<file path="src/rtl/modcnt_timer.sv">
module modcnt_timer #(
  parameter int CNT_W       = 16,
  parameter int PRE_W       = 8,
  parameter int SYNC_STAGES = 2
) (
  input  logic             clk,
  input  logic             rst_n,
  input  logic             gtick,
  input  logic             evt_in,
  input  logic             ld_in,
  input  logic             reg_wr,
  input  logic             reg_rd,
  input  logic [1:0]       reg_addr,
  input  logic [CNT_W-1:0] reg_wdata,
  output logic [CNT_W-1:0] reg_rdata,
  output logic [CNT_W-1:0] cnt_bus,
  output logic             ovf_irq
);
  localparam int SEL_LO   = PRE_W;
  localparam int LR_BIT   = PRE_W + 2;
  localparam int LF_BIT   = PRE_W + 3;
  localparam int FLAG_BIT = CNT_W - 1;

  logic [PRE_W-1:0]     pre_val, pre_cnt;
  logic [1:0]           src;
  logic                 ld_re_en, ld_fe_en, flag_q, clr_arm;
  logic [CNT_W-1:0]     cnt_q, mod_q;
  logic [SYNC_STAGES:0] evt_sh, ld_sh;

  wire wr_ctrl = reg_wr && reg_addr == 2'd0;
  wire wr_cnt  = reg_wr && reg_addr == 2'd1;
  wire wr_mod  = reg_wr && reg_addr == 2'd2;

  wire evt_rise = evt_sh[SYNC_STAGES-1] & ~evt_sh[SYNC_STAGES];
  wire evt_fall = ~evt_sh[SYNC_STAGES-1] & evt_sh[SYNC_STAGES];
  wire ld_rise  = ld_sh[SYNC_STAGES-1] & ~ld_sh[SYNC_STAGES];
  wire ld_fall  = ~ld_sh[SYNC_STAGES-1] & ld_sh[SYNC_STAGES];

  wire pre_tick  = gtick && (pre_cnt == '1);
  wire enter_pre = wr_ctrl && (reg_wdata[SEL_LO +: 2] == 2'd0) && (src != 2'd0);
  wire ld_fire   = (ld_re_en & ld_rise) | (ld_fe_en & ld_fall);
  wire at_max    = (cnt_q == '1);

  logic inc;
  always_comb begin
    case (src)
      2'd0:    inc = pre_tick;
      2'd1:    inc = evt_rise;
      2'd2:    inc = evt_fall;
      default: inc = 1'b0;
    endcase
  end

  wire ovf      = inc && at_max && !ld_fire && !wr_cnt;
  wire clr_hit  = wr_ctrl && clr_arm && !reg_wdata[FLAG_BIT];

  always_ff @(posedge clk or negedge rst_n) begin
    if (!rst_n) begin
      evt_sh <= '0;
      ld_sh  <= '0;
    end else begin
      evt_sh <= {evt_sh[SYNC_STAGES-1:0], evt_in};
      ld_sh  <= {ld_sh[SYNC_STAGES-1:0], ld_in};
    end
  end

  always_ff @(posedge clk or negedge rst_n) begin
    if (!rst_n) begin
      pre_val  <= '0;
      src      <= 2'd0;
      ld_re_en <= 1'b0;
      ld_fe_en <= 1'b0;
      mod_q    <= '0;
    end else begin
      if (wr_ctrl) begin
        pre_val  <= reg_wdata[PRE_W-1:0];
        src      <= reg_wdata[SEL_LO +: 2];
        ld_re_en <= reg_wdata[LR_BIT];
        ld_fe_en <= reg_wdata[LF_BIT];
      end
      if (wr_mod) mod_q <= reg_wdata;
    end
  end

  always_ff @(posedge clk or negedge rst_n) begin
    if (!rst_n)         pre_cnt <= '0;
    else if (enter_pre) pre_cnt <= reg_wdata[PRE_W-1:0];
    else if (pre_tick)  pre_cnt <= pre_val;
    else if (gtick)     pre_cnt <= pre_cnt + 1'b1;
  end

  always_ff @(posedge clk or negedge rst_n) begin
    if (!rst_n)       cnt_q <= '0;
    else if (wr_cnt)  cnt_q <= reg_wdata;
    else if (ld_fire) cnt_q <= mod_q;
    else if (inc)     cnt_q <= at_max ? mod_q : cnt_q + 1'b1;
  end

  always_ff @(posedge clk or negedge rst_n) begin
    if (!rst_n) begin
      flag_q  <= 1'b0;
      clr_arm <= 1'b0;
    end else begin
      if (ovf)          flag_q <= 1'b1;
      else if (clr_hit) flag_q <= 1'b0;
      if (wr_ctrl)                                     clr_arm <= 1'b0;
      else if (reg_rd && reg_addr == 2'd0 && flag_q)   clr_arm <= 1'b1;
    end
  end

  always_comb begin
    reg_rdata = '0;
    case (reg_addr)
      2'd0: begin
        reg_rdata[PRE_W-1:0]     = pre_val;
        reg_rdata[SEL_LO +: 2]   = src;
        reg_rdata[LR_BIT]        = ld_re_en;
        reg_rdata[LF_BIT]        = ld_fe_en;
        reg_rdata[FLAG_BIT]      = flag_q;
      end
      2'd1:    reg_rdata = cnt_q;
      2'd2:    reg_rdata = mod_q;
      default: reg_rdata = '0;
    endcase
  end

  assign cnt_bus = cnt_q;
  assign ovf_irq = flag_q;

  a_r4_prescaler_steps: assert property (@(posedge clk) disable iff (!rst_n)
    (gtick && !enter_pre && pre_cnt != '1) |=> pre_cnt == PRE_W'($past(pre_cnt) + 1'b1));

  a_r5_stopped_holds: assert property (@(posedge clk) disable iff (!rst_n)
    (src == 2'd3 && !wr_cnt && !ld_fire) |=> $stable(cnt_q));

  a_r6_wrap_reloads: assert property (@(posedge clk) disable iff (!rst_n)
    (inc && at_max && !ld_fire && !wr_cnt) |=> (cnt_q == $past(mod_q)) && flag_q);

  a_r9_load_wins: assert property (@(posedge clk) disable iff (!rst_n)
    (ld_fire && !wr_cnt) |=> cnt_q == $past(mod_q));

  a_r9_load_no_flag: assert property (@(posedge clk) disable iff (!rst_n)
    (ld_fire && !flag_q) |=> !flag_q);

  a_r10_flag_sticky: assert property (@(posedge clk) disable iff (!rst_n)
    (flag_q && !wr_ctrl) |=> flag_q);

  a_r11_clear_collision: assert property (@(posedge clk) disable iff (!rst_n)
    (flag_q && inc && at_max && !ld_fire && !wr_cnt) |=> flag_q);

endmodule

</file>
<file path="config.mk">
export PLATFORM = sky130hd
export DESIGN_NAME = modcnt_timer
export DESIGN_NICKNAME = d
export VERILOG_FILES = /design/src/rtl/modcnt_timer.sv
export SDC_FILE = /design/constraint.sdc
export NUM_CORES = 1
export LEC_CHECK = 0
export BUFFER_PORTS_ARGS = -buffer_cell sky130_fd_sc_hd__buf_2
export CORE_MARGIN = 3
export CORE_UTILIZATION = 35
export CTS_CLUSTER_SIZE = 8
export DETAILED_ROUTE_END_ITERATION = 12
export PLACE_DENSITY_LB_ADDON = 0.2
export SLEW_MARGIN = 25
export SYNTH_ARGS = -nofsm -noshare
export SYNTH_HDL_FRONTEND = slang
export SYNTH_SLANG_ARGS = --single-unit
</file>
<file path="constraint.sdc">
create_clock -name clk -period 2.04 [get_ports clk]
set_clock_uncertainty 0.1 [all_clocks]
set_input_delay 0.204 -clock clk [delete_from_list [all_inputs] [get_ports clk]]
set_output_delay 0.204 -clock clk [all_outputs]
set_load 0.1 [all_outputs]
</file>
==> results of run 1 <==
==> cell type report <==
cell class                      instances  area (sq um)  share of cell area [%]
Inverter                                8          30.0                   0.604
Clock inverter                          4          72.6                    1.46
Sequential cell                        60          1550                    31.3
Timing Repair Buffer                  109           983                    19.8
Multi-Input combinational cell        269          2020                    40.7
Tap cell                              129           161                    3.25
Clock buffer                           12           145                    2.92
==> power groups by stage <==
| stage | Clock, mW | Sequential (mW) | Combinational [mW] |
|---|---|---|---|
| after floorplan | 0 | 3.12 | 1.63 |
| after global placement | 0 | 2.00 | 3.85 |
| after detailed placement | 0 | 2.00 | 3.90 |
| after CTS | 1.22 | 1.99 | 3.92 |
| after global routing | 1.27 | 2.04 | 4.16 |
| final | 1.19 | 1.99 | 3.92 |
==> repair_timing <==
item / in CTS / in global routing
hold endpoints to repair: 20 / 0
buffers inserted: 0 / 1
resized for setup: 1 / 4
endpoints found under the setup margin: 1 / 24
hold buffers: 4 / 0
pin swaps: 1 / 4
==> metrics by stage <==
| step | setup TNS (ns) | std cells |
|---|---|---|
| global placement | 0 | 570 |
| finish | 0 | 591 |
| detailed placement | -0.00851 | 570 |
| CTS | 0 | 590 |
| floorplan | -0.207 | 359 |
| global route | -0.0451 | 591 |
==> logic make-up (layout without fill, tap and decap cells) <==
family / Yosys count / count (layout)
flops: 60 / 60
buf+inv: 30 / 133
simple gates: 127 / 127
compound gates: 91 / 91
mux: 35 / 35
fa+ha+maj: 6 / 6
xor+xnor: 10 / 10
==> cell usage after synthesis, types with 3 or more instances <==
cell,n
sky130_fd_sc_hd__a22o_1,3
sky130_fd_sc_hd__ha_1,6
sky130_fd_sc_hd__a21oi_1,7
sky130_fd_sc_hd__clkbuf_1,15
sky130_fd_sc_hd__nor2_1,37
sky130_fd_sc_hd__nand3_1,13
sky130_fd_sc_hd__a222oi_1,13
sky130_fd_sc_hd__o211ai_1,11
sky130_fd_sc_hd__nand2_1,35
sky130_fd_sc_hd__mux2_2,29
sky130_fd_sc_hd__or3_1,4
sky130_fd_sc_hd__a211oi_1,4
sky130_fd_sc_hd__and3_1,3
sky130_fd_sc_hd__inv_1,8
sky130_fd_sc_hd__dfrtp_1,60
sky130_fd_sc_hd__xor2_1,4
sky130_fd_sc_hd__xnor2_1,6
sky130_fd_sc_hd__a22oi_1,4
sky130_fd_sc_hd__nor3_1,7
sky130_fd_sc_hd__buf_2,5
sky130_fd_sc_hd__mux2i_1,5
sky130_fd_sc_hd__nand2b_1,4
sky130_fd_sc_hd__nor2b_1,3
sky130_fd_sc_hd__o21bai_1,4
sky130_fd_sc_hd__o21ai_0,8
sky130_fd_sc_hd__nand4_1,4
sky130_fd_sc_hd__a31oi_1,9
sky130_fd_sc_hd__o21ai_1,12
==> cell usage in the layout, fill, tap and decap left out, drive strengths merged, types with 8 or more instances in the layout <==
cell and count:
buf 105, dfrtp 60, nor2 38, nand2 35, mux2 30, o21ai 20
a222oi 13, nand3 13, clkbuf 12, o211ai 11, a31oi 9, inv 8
nor3 8
==> registers in the layout (all words and copies together), names as in the netlist <==
register	cells
ld_sh	3
mod_q	16
ld_fe_en	1
evt_sh	3
ovf_irq	1
clr_arm	1
cnt_bus	16
ld_re_en	1
pre_cnt	8
pre_val	8
src	2
==> layer usage <==
layer | wire length (microns) | part of all wire (%) | vias up | track usage (%)
met5 | 0 | 0 | - | 0
met1 | 4960 | 48 | 1580 | 27.3
met4 | 140 | 1.3 | 0 | 6.48
met3 | 418 | 4.0 | 10 | 3.40
li1 | - | - | 1538 | -
met2 | 4880 | 47 | 78 | 30.4
==> worst min path at each step <==
stage | endpoint | slack, ns
detailed placement | mod_q[15]$_DFFE_PN0P_ | 0.09
finish | mod_q[13]$_DFFE_PN0P_ | 0.01
CTS | pre_cnt[4]$_DFFE_PN0P_ | 0.002
global placement | mod_q[15]$_DFFE_PN0P_ | 0.09
floorplan | clr_arm$_DFFE_PN0P_ | -0.19
global route | mod_q[13]$_DFFE_PN0P_ | 0.01
==> flow_metrics.py, run 1 <==
metrics = {
    "status": {
        "result_of_the_run": "finished clean",
    },
    "setup_path": {
        "reg2reg_depth": 7,
        "crit_chain": "ha_4 -> nand3_4 -> nor4_4 -> buf_4 -> or2_2 -> o211a_1 -> o22a_1",
        "regToRegEndpoint": "cnt_bus[15]$_DFFE_PN0P_",
        "crit-reg2reg-launch": "cnt_bus[1]$_DFFE_PN0P_",
        "timing.critical_path.from": "cnt_bus[1]$_DFFE_PN0P_",
        "critical_path.max_stage_delay_ns": 0.49,
        "crit_path_top_delay_cell": "sky130_fd_sc_hd__dfrtp_4",
        "register_to_register_setup_slack_ns": 0.05,
        "cp_data_arrival_time_ns": 2.12,
        "crit_family": "simple AND/OR/NAND/NOR gates",
        "cp_num_buf_inv": 1,
        "crit_path_end_kind": "flip-flop",
        "worstPathRequired_ns": 2.17,
        "path_depth": 7,
        "path_max_fanout": 9,
        "worstSetupEndpoint": "cnt_bus[15]$_DFFE_PN0P_",
        "worstSetupPathType": "reg2reg",
        "critical_path.startpoint_type": "flip-flop",
    },
    "sta": {
        "timing_hold_violations_final": 0,
        "relSlewSlack_pct": 55.4,
        "min_period_ns": 1.99,
        "period_share_pct": 97.8,
        "report.final.setup_viol": 0,
        "setup_repair_after_global_routing_missed_its_margin": "yes",
        "highest_clock_frequency_the_design_can_meet_ghz": 0.501,
        "tightestPinTransition_ns": 0.668,
        "hold_slack_ns": 0.0131,
        "worst_slack_ns": 0.0450,
        "timing_max_transition_violations_final": 0,
    },
    "placed_design": {
        "dp_slack_ns": -0.00851,
        "gp_routability_congestion": 0.922,
        "numPortBuffers": 57,
        "placedInstanceArea_sq_um": 4680,
        "post-dp-hpwl_mm": 7.78,
    },
    "detailed_routing": {
        "mean_routed_wirelength_per_cell_microns": 17.6,
        "route.antenna.remaining_nets": 0,
        "viasPerCell": 5.42,
        "drt_first_iter_violations": 252,
        "drc": 0,
        "drt_pre_antenna_iters": 5,
        "wire_length_after_detailed_routing_mm": 10.4,
        "num_vias": 3206,
    },
    "global_routing": {
        "globalRouteTotalUtil_pct": 19.4,
        "first_global_vias": 3308,
        "largest_net_degree_at_the_start_of_global_routing": 32,
        "grt_antenna_before_repair": 0,
        "grt_first_pass_wirelength_mm": 17.3,
        "gr-total-overflow": 0,
    },
    "flow_run": {
        "timing.max_cap.violations": 0,
    },
    "logic_synthesis": {
        "xor_and_xnor_fraction_of_the_mapped_netlist_area_pct": 2.51,
        "synth-async-reset-ratio_pct": 100,
        "netlist_area_sq_um": 3490,
        "mappedNetlistNets": 390,
        "post-synth-top-area-fraction_pct": 43.0,
        "post_synth_fa_ha_maj_area_fraction_pct": 2.15,
        "synthSimpleGateAreaFrac_pct": 18.7,
        "synth_compound_area_share_pct": 18.8,
        "synth_area_leader_cell": "sky130_fd_sc_hd__dfrtp_1",
        "mapped_cells": 359,
        "main_combinational_cell_family_by_area_after_synthesis": "compound AO/OA/AOI/OAI gates",
        "post_synth_mux_area_share_pct": 11.1,
        "synth-edff-count": 0,
        "syn_avg_cell_area_sq_um": 9.73,
        "synthDistinctLibCells": 57,
        "ys_ff_latch": 60,
        "synth-seq-area-share_pct": 43.0,
        "ys_dominant_reg_cell": "sky130_fd_sc_hd__dfrtp_1",
        "post_synth_main_area_contributors": "sky130_fd_sc_hd__dfrtp_1, sky130_fd_sc_hd__mux2_2, sky130_fd_sc_hd__nor2_1",
        "synth_warnings": 0,
    },
    "finish": {
        "postLayoutCellArea_sq_um": 4970,
        "layout_net_count": 488,
        "finish.utilization_pct": 52.6,
        "diodes": 0,
        "area_grow_syn2layout_pct": 42.2,
        "layout-drive-gt1-share_pct": 42.6,
        "nFillCells": 873,
    },
    "floorplanning": {
        "die_span_in_x_microns": 106,
        "die_y_microns": 106,
        "boundaryPins": 58,
        "placeable_core_region_sq_um": 9460,
        "std_cell_rows": 35,
        "design.die.area_sq_um": 11200,
        "floorplan.initialDensity_pct": 36.9,
    },
    "pwr": {
        "p_sw_share_pct": 49.1,
        "post-layout-total-power_mw": 7.10,
        "pwr_density_cell_nw_per_um2": 1430,
        "comb_power_share_pct": 55.2,
        "power.static_leakage_nw": 2.06,
        "seqPwrFrac_pct": 28.0,
        "internal_power_mw": 3.61,
        "clkPwrFrac_pct": 16.8,
        "total_switching_power_mw": 3.49,
        "irDropWorstVdd_uv": 778,
    },
    "clock_tree": {
        "worst_setup_hold_path_clk_slew_ns": 0.07,
        "htree_num_levels": 3,
        "clock_tree.buffer_depth": 2,
        "cts_tree": "done",
        "cts_sinks": 60,
        "clkLatencyLatePin_ns": 0.35,
        "clk_root_buf": "sky130_fd_sc_hd__clkbuf_8",
        "numCtsBuffers": 9,
    },
    "min_path": {
        "class_of_the_tightest_hold_or_removal_check": "in2reg",
        "min_from": "reg_wdata[13]",
        "timing.hold.worst_path_depth": 2,
    },
}
Power figures use the tool's default switching activity.
==> run 2, diff against run 1 <==
- BUFFER_PORTS_ARGS: -buffer_cell sky130_fd_sc_hd__buf_2 -> unset
- DONT_BUFFER_PORTS: unset -> 1
- clock period: 2.04 -> 2.3 ns (I/O delays scaled with it)
==> run 2 against run 1 <==
Against the previous run:
- hold slack better by 0.0045 ns
- routed wire length up 2.5%
- combinational power down 20%
- clock-buffer cell count down 1
- total power down 19%
- critical path type is now reg2out
==> flow_metrics.py, run 2 (synthesis results as in run 1) <==
metrics = {
    "global_routing": {
        "grt_antenna_before_repair": 0,
        "globalRouteTotalUtil_pct": 19.7,
        "grt_first_pass_wirelength_mm": 17.4,
        "first_global_vias": 3202,
        "gr-total-overflow": 0,
        "largest_net_degree_at_the_start_of_global_routing": 61,
    },
    "floorplanning": {
        "std_cell_rows": 35,
        "floorplan.initialDensity_pct": 36.9,
        "boundaryPins": 58,
        "die_span_in_x_microns": 106,
        "die_y_microns": 106,
        "placeable_core_region_sq_um": 9460,
        "design.die.area_sq_um": 11200,
    },
    "finish": {
        "layout-drive-gt1-share_pct": 32.4,
        "layout_net_count": 458,
        "finalNonFillerCells": 561,
        "diodes": 0,
        "layout.cells.most_common_list": "sky130_fd_sc_hd__buf_4, sky130_fd_sc_hd__dfrtp_1, sky130_fd_sc_hd__nand2_1",
        "area_grow_syn2layout_pct": 31.3,
        "nFillCells": 940,
        "layout.cells.most_common": "sky130_fd_sc_hd__buf_4",
    },
    "placed_design": {
        "gp_routability_congestion": 0.927,
        "placed_cells_incl_taps": 517,
        "post-dp-hpwl_mm": 7.62,
        "numPortBuffers": 0,
    },
    "pwr": {
        "irDropWorstVdd_uv": 501,
        "power.static_leakage_nw": 1.90,
        "pwr_density_cell_nw_per_um2": 1260,
    },
    "detailed_routing": {
        "drt_pre_antenna_iters": 5,
        "viasPerCell": 5.66,
        "route.antenna.remaining_nets": 0,
        "num_vias": 3177,
        "drc": 0,
        "wire_length_after_detailed_routing_mm": 10.7,
        "mean_routed_wirelength_per_cell_microns": 19.0,
        "drt_first_iter_violations": 231,
    },
    "setup_path": {
        "regToRegEndpoint": "cnt_bus[12]$_DFFE_PN0P_",
        "crit-reg2reg-launch": "pre_cnt[0]$_DFFE_PN0P_",
        "reg2reg_depth": 7,
        "path_max_fanout": 5,
        "critical_path.startpoint_type": "flip-flop",
        "register_to_register_setup_slack_ns": 0.19,
        "critical_path.max_stage_delay_ns": 0.58,
        "crit_path_end_kind": "output port",
        "cp_data_arrival_time_ns": 1.88,
        "crit_path_top_delay_cell": "sky130_fd_sc_hd__a222oi_1",
        "crit_chain": "buf_4 -> a222oi_1 -> nor2_2 -> buf_12",
        "worstPathRequired_ns": 1.97,
        "timing.critical_path.from": "cnt_bus[4]$_DFFE_PN0P_",
        "worstSetupPathType": "reg2out",
        "worstSetupEndpoint": "reg_rdata[4]",
    },
    "status": {
        "result_of_the_run": "finished clean",
    },
    "sta": {
        "min_period_ns": 2.21,
        "setup_repair_after_global_routing_missed_its_margin": "no",
        "timing_hold_violations_final": 0,
        "tightestPinTransition_ns": 0.934,
        "relSlewSlack_pct": 37.8,
        "timing_max_transition_violations_final": 0,
        "setup-tns-final_ns": 0,
        "highest_clock_frequency_the_design_can_meet_ghz": 0.452,
        "period_share_pct": 96.3,
        "report.final.setup_viol": 0,
    },
    "flow_run": {
        "timing.max_cap.violations": 0,
    },
    "clock_tree": {
        "clkLatencyLatePin_ns": 0.34,
        "clk_root_buf": "sky130_fd_sc_hd__clkbuf_8",
        "worst_setup_hold_path_clk_slew_ns": 0.07,
        "cts_tree": "done",
        "cts_sinks": 60,
        "clock_tree.buffer_depth": 2,
        "htree_num_levels": 3,
        "postCtsResizedCells": 0,
        "numCtsBuffers": 9,
    },
    "min_path": {
        "min_from": "gtick",
        "timing.hold.worst_path_depth": 2,
        "class_of_the_tightest_hold_or_removal_check": "in2reg",
    },
}
==> run 2: changes by cell type in the layout (fill, tap and decap cells not counted), moves of 3 or more <==
| cell | previous run | this run |
|---|---|---|
| sky130_fd_sc_hd__buf_2 | 41 | 0 |
| sky130_fd_sc_hd__dlygate4sd3_1 | 4 | 22 |
| sky130_fd_sc_hd__dfrtp_2 | 3 | 15 |
| sky130_fd_sc_hd__dfrtp_4 | 13 | 1 |
| sky130_fd_sc_hd__buf_12 | 20 | 9 |
| sky130_fd_sc_hd__nor2_2 | 2 | 13 |
| sky130_fd_sc_hd__nor2_4 | 12 | 1 |
| sky130_fd_sc_hd__buf_4 | 42 | 47 |
| sky130_fd_sc_hd__ha_1 | 3 | 6 |
==> run 2: final cells by class <==
class	count	area [sq um]	share of cell area, %
clock buffer	11	131	2.86
clock inverter	5	52.6	1.15
inverter	8	30.0	0.654
multi-input combinational	269	1910	41.6
sequential	60	1520	33.2
tap	129	161	3.52
timing repair buffer	79	781	17.0
==> run 2: where the power goes <==
| group | internal, mW | leakage, nW | switching [mW] | total (mW) |
|---|---|---|---|---|
| sequential | 1.39 | 0.692 | 0.313 | 1.70 |
| combinational | 0.897 | 1.11 | 2.24 | 3.14 |
| clock | 0.496 | 0.0931 | 0.432 | 0.928 |
==> run 2: critical path, delay by kind of cell (launching register included) <==
family	cells	cell delay (ns)
AOI/OAI and AO/OA	1	0.58
buffers and inverters	2	0.46
DFF	1	0.41
and+or+nand+nor	1	0.10
==> run 2: layer usage <==
layer | wire length (microns) | track usage [%]
met1 | 4890 | 27.9
met2 | 4960 | 30.2
met3 | 650 | 3.58
met4 | 157 | 6.66
met5 | 0 | 0
==> run 2: repair_timing <==
action,4_1_cts,5_1_grt
setup buffers,0,5
hold buffers,23,0
endpoints found under the setup margin,0,1
endpoints found under the hold margin,107,0
==> run 2: metrics by stage <==
| step | cell area [sq um] | total power [mW] | hold WS, ns | worst slack [ns] | utilization (%) |
|---|---|---|---|---|---|
| 6_report | 4590 | 5.77 | 0.0176 | 0.0862 | 48.5 |
| 5_1_grt | 4590 | 6.09 | 0.0275 | 0.00493 | 48.5 |
| 4_1_cts | 4550 | 5.81 | 0.00404 | 0.0841 | 48.1 |
| 3_5_place_dp | 4120 | 4.80 | -0.163 | 0.212 | 43.5 |
| 3_3_place_gp | 4120 | 4.78 | -0.163 | 0.273 | 43.5 |
| 2_1_floorplan | 3560 | 4.06 | -0.166 | 0.00586 | - |
==> run 2: worst min-delay path by stage <==
stage / to / slack, ns
after global placement: ld_sh[0]$_DFF_PN0_ / -0.16
final: pre_cnt[0]$_DFFE_PN0P_ / 0.02
after CTS: pre_cnt[0]$_DFFE_PN0P_ / 0.004
after global routing: pre_cnt[1]$_DFFE_PN0P_ / 0.03
after detailed placement: ld_sh[0]$_DFF_PN0_ / -0.16
after floorplan: clr_arm$_DFFE_PN0P_ / -0.17
==> run 3, diff against run 2 <==
- ABC_AREA: unset -> 1
==> run 3 against run 2 <==
Against the previous run:
- flip-flop and latch count unchanged
- clock power up 17%
- die area up 7.9%
- sequential share of layout area decreased by 1.8 points
- highest routed layer unchanged
- area after synthesis is 8.4% higher
- critical path depth up 6
==> flow_metrics.py, run 3 <==
metrics = {
    "status": {
        "result_of_the_run": "finished clean",
    },
    "logic_synthesis": {
        "synthDistinctLibCells": 34,
        "post_synth_main_area_contributors": "sky130_fd_sc_hd__dfrtp_1, sky130_fd_sc_hd__nand2_1, sky130_fd_sc_hd__inv_1",
        "synth_warnings": 0,
        "mappedNetlistNets": 573,
        "ys_ff_latch": 60,
        "netlist_top_cells_count": "sky130_fd_sc_hd__nand2_1, sky130_fd_sc_hd__inv_1, sky130_fd_sc_hd__dfrtp_1",
        "most_instantiated_library_cell_after_synthesis": "sky130_fd_sc_hd__nand2_1",
        "synth-async-reset-ratio_pct": 100,
        "synth_area_leader_cell": "sky130_fd_sc_hd__dfrtp_1",
        "syn_avg_cell_area_sq_um": 6.99,
        "mapped_cells": 542,
        "ys_dominant_reg_cell": "sky130_fd_sc_hd__dfrtp_1",
        "synth-seq-area-share_pct": 39.6,
        "synth-edff-count": 0,
        "post-synth-top-area-fraction_pct": 39.6,
        "netlist_area_sq_um": 3790,
    },
    "clock_tree": {
        "htree_num_levels": 3,
        "postCtsResizedCells": 0,
        "clock_tree.buffer_depth": 2,
        "numCtsBuffers": 9,
        "cts_tree": "done",
        "cts_sinks": 60,
        "worst_setup_hold_path_clk_slew_ns": 0.08,
        "clk_root_buf": "sky130_fd_sc_hd__clkbuf_8",
        "clkLatencyLatePin_ns": 0.34,
    },
    "placed_design": {
        "dp_slack_ns": 0.327,
        "numPortBuffers": 0,
        "post-dp-hpwl_mm": 7.81,
        "gp_routability_congestion": 0.869,
    },
    "floorplanning": {
        "std_cell_rows": 37,
        "design.die.area_sq_um": 12100,
        "floorplan.initialDensity_pct": 36.4,
        "placeable_core_region_sq_um": 10400,
        "die_span_in_x_microns": 110,
        "die_y_microns": 110,
        "boundaryPins": 58,
    },
    "setup_path": {
        "cp_num_buf_inv": 0,
        "crit_family": "simple AND/OR/NAND/NOR gates",
        "crit_chain": "ha_1 -> nand2_1 -> nor2_4 -> nand3_4 -> nor2_4 -> nor2_2 -> nand3_1 -> nand2_1 -> nand2_1 -> nand2_1",
        "crit_path_top_delay_cell": "sky130_fd_sc_hd__nor2_2",
        "critical_path.startpoint_type": "flip-flop",
        "worstPathRequired_ns": 2.48,
        "worstSetupPathType": "reg2reg",
        "path_max_fanout": 13,
        "critPathMostFrequentCell": "sky130_fd_sc_hd__nand2_1",
        "critical_path.max_stage_delay_ns": 0.45,
        "cp_data_arrival_time_ns": 2.19,
        "crit_path_end_kind": "flip-flop",
    },
    "sta": {
        "tightestPinTransition_ns": 0.628,
        "worst_slack_ns": 0.290,
        "setup-tns-final_ns": 0,
        "setup_repair_after_global_routing_missed_its_margin": "no",
        "report.final.setup_viol": 0,
        "timing_max_transition_violations_final": 0,
        "relSlewSlack_pct": 58.2,
        "hold_slack_ns": 0.0150,
        "highest_clock_frequency_the_design_can_meet_ghz": 0.497,
        "timing_hold_violations_final": 0,
        "period_share_pct": 87.4,
        "min_period_ns": 2.01,
    },
    "finish": {
        "layout_net_count": 625,
        "layout.cells.most_common": "sky130_fd_sc_hd__nand2_1",
        "area_grow_syn2layout_pct": 26.4,
        "diodes": 0,
        "layout-drive-gt1-share_pct": 15.2,
        "layout.cells.most_common_list": "sky130_fd_sc_hd__nand2_1, sky130_fd_sc_hd__inv_1, sky130_fd_sc_hd__dfrtp_1",
    },
    "global_routing": {
        "grt_first_pass_wirelength_mm": 17.6,
        "globalRouteTotalUtil_pct": 18.7,
        "largest_net_degree_at_the_start_of_global_routing": 61,
        "first_global_vias": 3401,
        "gr-total-overflow": 0,
        "grt_antenna_before_repair": 0,
    },
    "detailed_routing": {
        "wl_met3_microns": 567,
        "mean_routed_wirelength_per_cell_microns": 14.5,
        "route.antenna.remaining_nets": 0,
        "highest_layer": "met4",
        "drt_first_iter_violations": 206,
        "drt_pre_antenna_iters": 5,
        "met2RoutedLength_mm": 4.81,
        "drc": 0,
        "wire_length_after_detailed_routing_mm": 10.7,
        "viasPerCell": 4.86,
        "route.layer.met1.wl_mm": 5.18,
        "num_vias": 3569,
    },
    "pwr": {
        "pwr_density_cell_nw_per_um2": 1110,
        "irDropWorstVdd_uv": 612,
        "power.static_leakage_nw": 2.46,
    },
    "min_path": {
        "class_of_the_tightest_hold_or_removal_check": "in2reg",
    },
    "flow_run": {
        "timing.max_cap.violations": 0,
    },
}
[run 3: cell types whose count changed after synthesis, moves of 13 or more]
cell                       delta
sky130_fd_sc_hd__mux2_2      -24
sky130_fd_sc_hd__nand2_1    +180
sky130_fd_sc_hd__inv_1       +62
sky130_fd_sc_hd__nor2_1      -19
sky130_fd_sc_hd__o21ai_0     +34
sky130_fd_sc_hd__nand3_1     +29
sky130_fd_sc_hd__a222oi_1    -13
[run 3: stage by stage]
step / cells / instance area [sq um] / utilization, % / power, mW
after floorplan: 542 / 3820 / - / 3.56
after global placement: 700 / 4350 / 41.8 / 4.17
after detailed placement: 700 / 4350 / 41.8 / 4.19
after CTS: 735 / 4790 / 45.9 / 5.34
after global routing: 735 / 4790 / 45.9 / 5.62
final: 735 / 4790 / 45.9 / 5.31
[run 3: cell families after synthesis]
| family | share of synthesized area [%] |
|---|---|
| DFF | 39.6 |
| adders and majority gates | 1.98 |
| buffers and inverters | 10.2 |
| muxes | 1.49 |
| AOI/OAI and AO/OA | 9.88 |
| xor gates and xnor gates | 2.31 |
| and+or+nand+nor | 34.5 |
[run 3: path summary, 6_finish.rpt]
path,start,end,slack (ns),cells after the start
max in group asynchronous,rst_n,cnt_bus[2]$_DFFE_PN0P_,1.49,2
max reg2reg,cnt_bus[0]$_DFFE_PN0P_,cnt_bus[14]$_DFFE_PN0P_,0.29,10
min reg2reg,evt_sh[0]$_DFF_PN0_,evt_sh[1]$_DFF_PN0_,0.25,0
min,reg_wdata[5],mod_q[5]$_DFFE_PN0P_,0.01,2
min in group asynchronous,rst_n,cnt_bus[13]$_DFFE_PN0P_,0.33,2
max,cnt_bus[0]$_DFFE_PN0P_,cnt_bus[14]$_DFFE_PN0P_,0.29,10
[run 3: area by class of cell]
cell class                 count  area (sq um)
fill                        1072          5630
sequential                    60          1510
timing repair buffer          59           671
clock inverter                 7           100
inverter                      75           282
clock buffer                   9           124
multi-input combinational    389          1930
tap                          136           170
[run 3: power by group]
group          leakage (nW)  switching (mW)  internal, mW
registers             0.738           0.298          1.31
clock network         0.102           0.474         0.615
logic                  1.62            1.92         0.697
[run 3: worst register-to-register path, cell delays in order, from the launching register on]
cell                      delay, ns
sky130_fd_sc_hd__dfrtp_2       0.41
sky130_fd_sc_hd__ha_1          0.23
sky130_fd_sc_hd__nand2_1       0.12
sky130_fd_sc_hd__nor2_4        0.06
sky130_fd_sc_hd__nand3_4       0.11
sky130_fd_sc_hd__nor2_4        0.05
sky130_fd_sc_hd__nor2_2        0.45
sky130_fd_sc_hd__nand3_1       0.20
sky130_fd_sc_hd__nand2_1       0.11
sky130_fd_sc_hd__nand2_1       0.05
sky130_fd_sc_hd__nand2_1       0.05
[run 3: metal layers]
metal / vias to the layer above / global-route usage [%]
met5: - / 0
met4: 0 / 5.70
met3: 9 / 3.03
met2: 112 / 28.5
met1: 1645 / 27.1
li1: 1803 / -
[run 3: what timing repair did]
item,4_1_cts,5_1_grt
buffers inserted,0,0
hold buffers,19,0
endpoints found under the hold margin,94,0
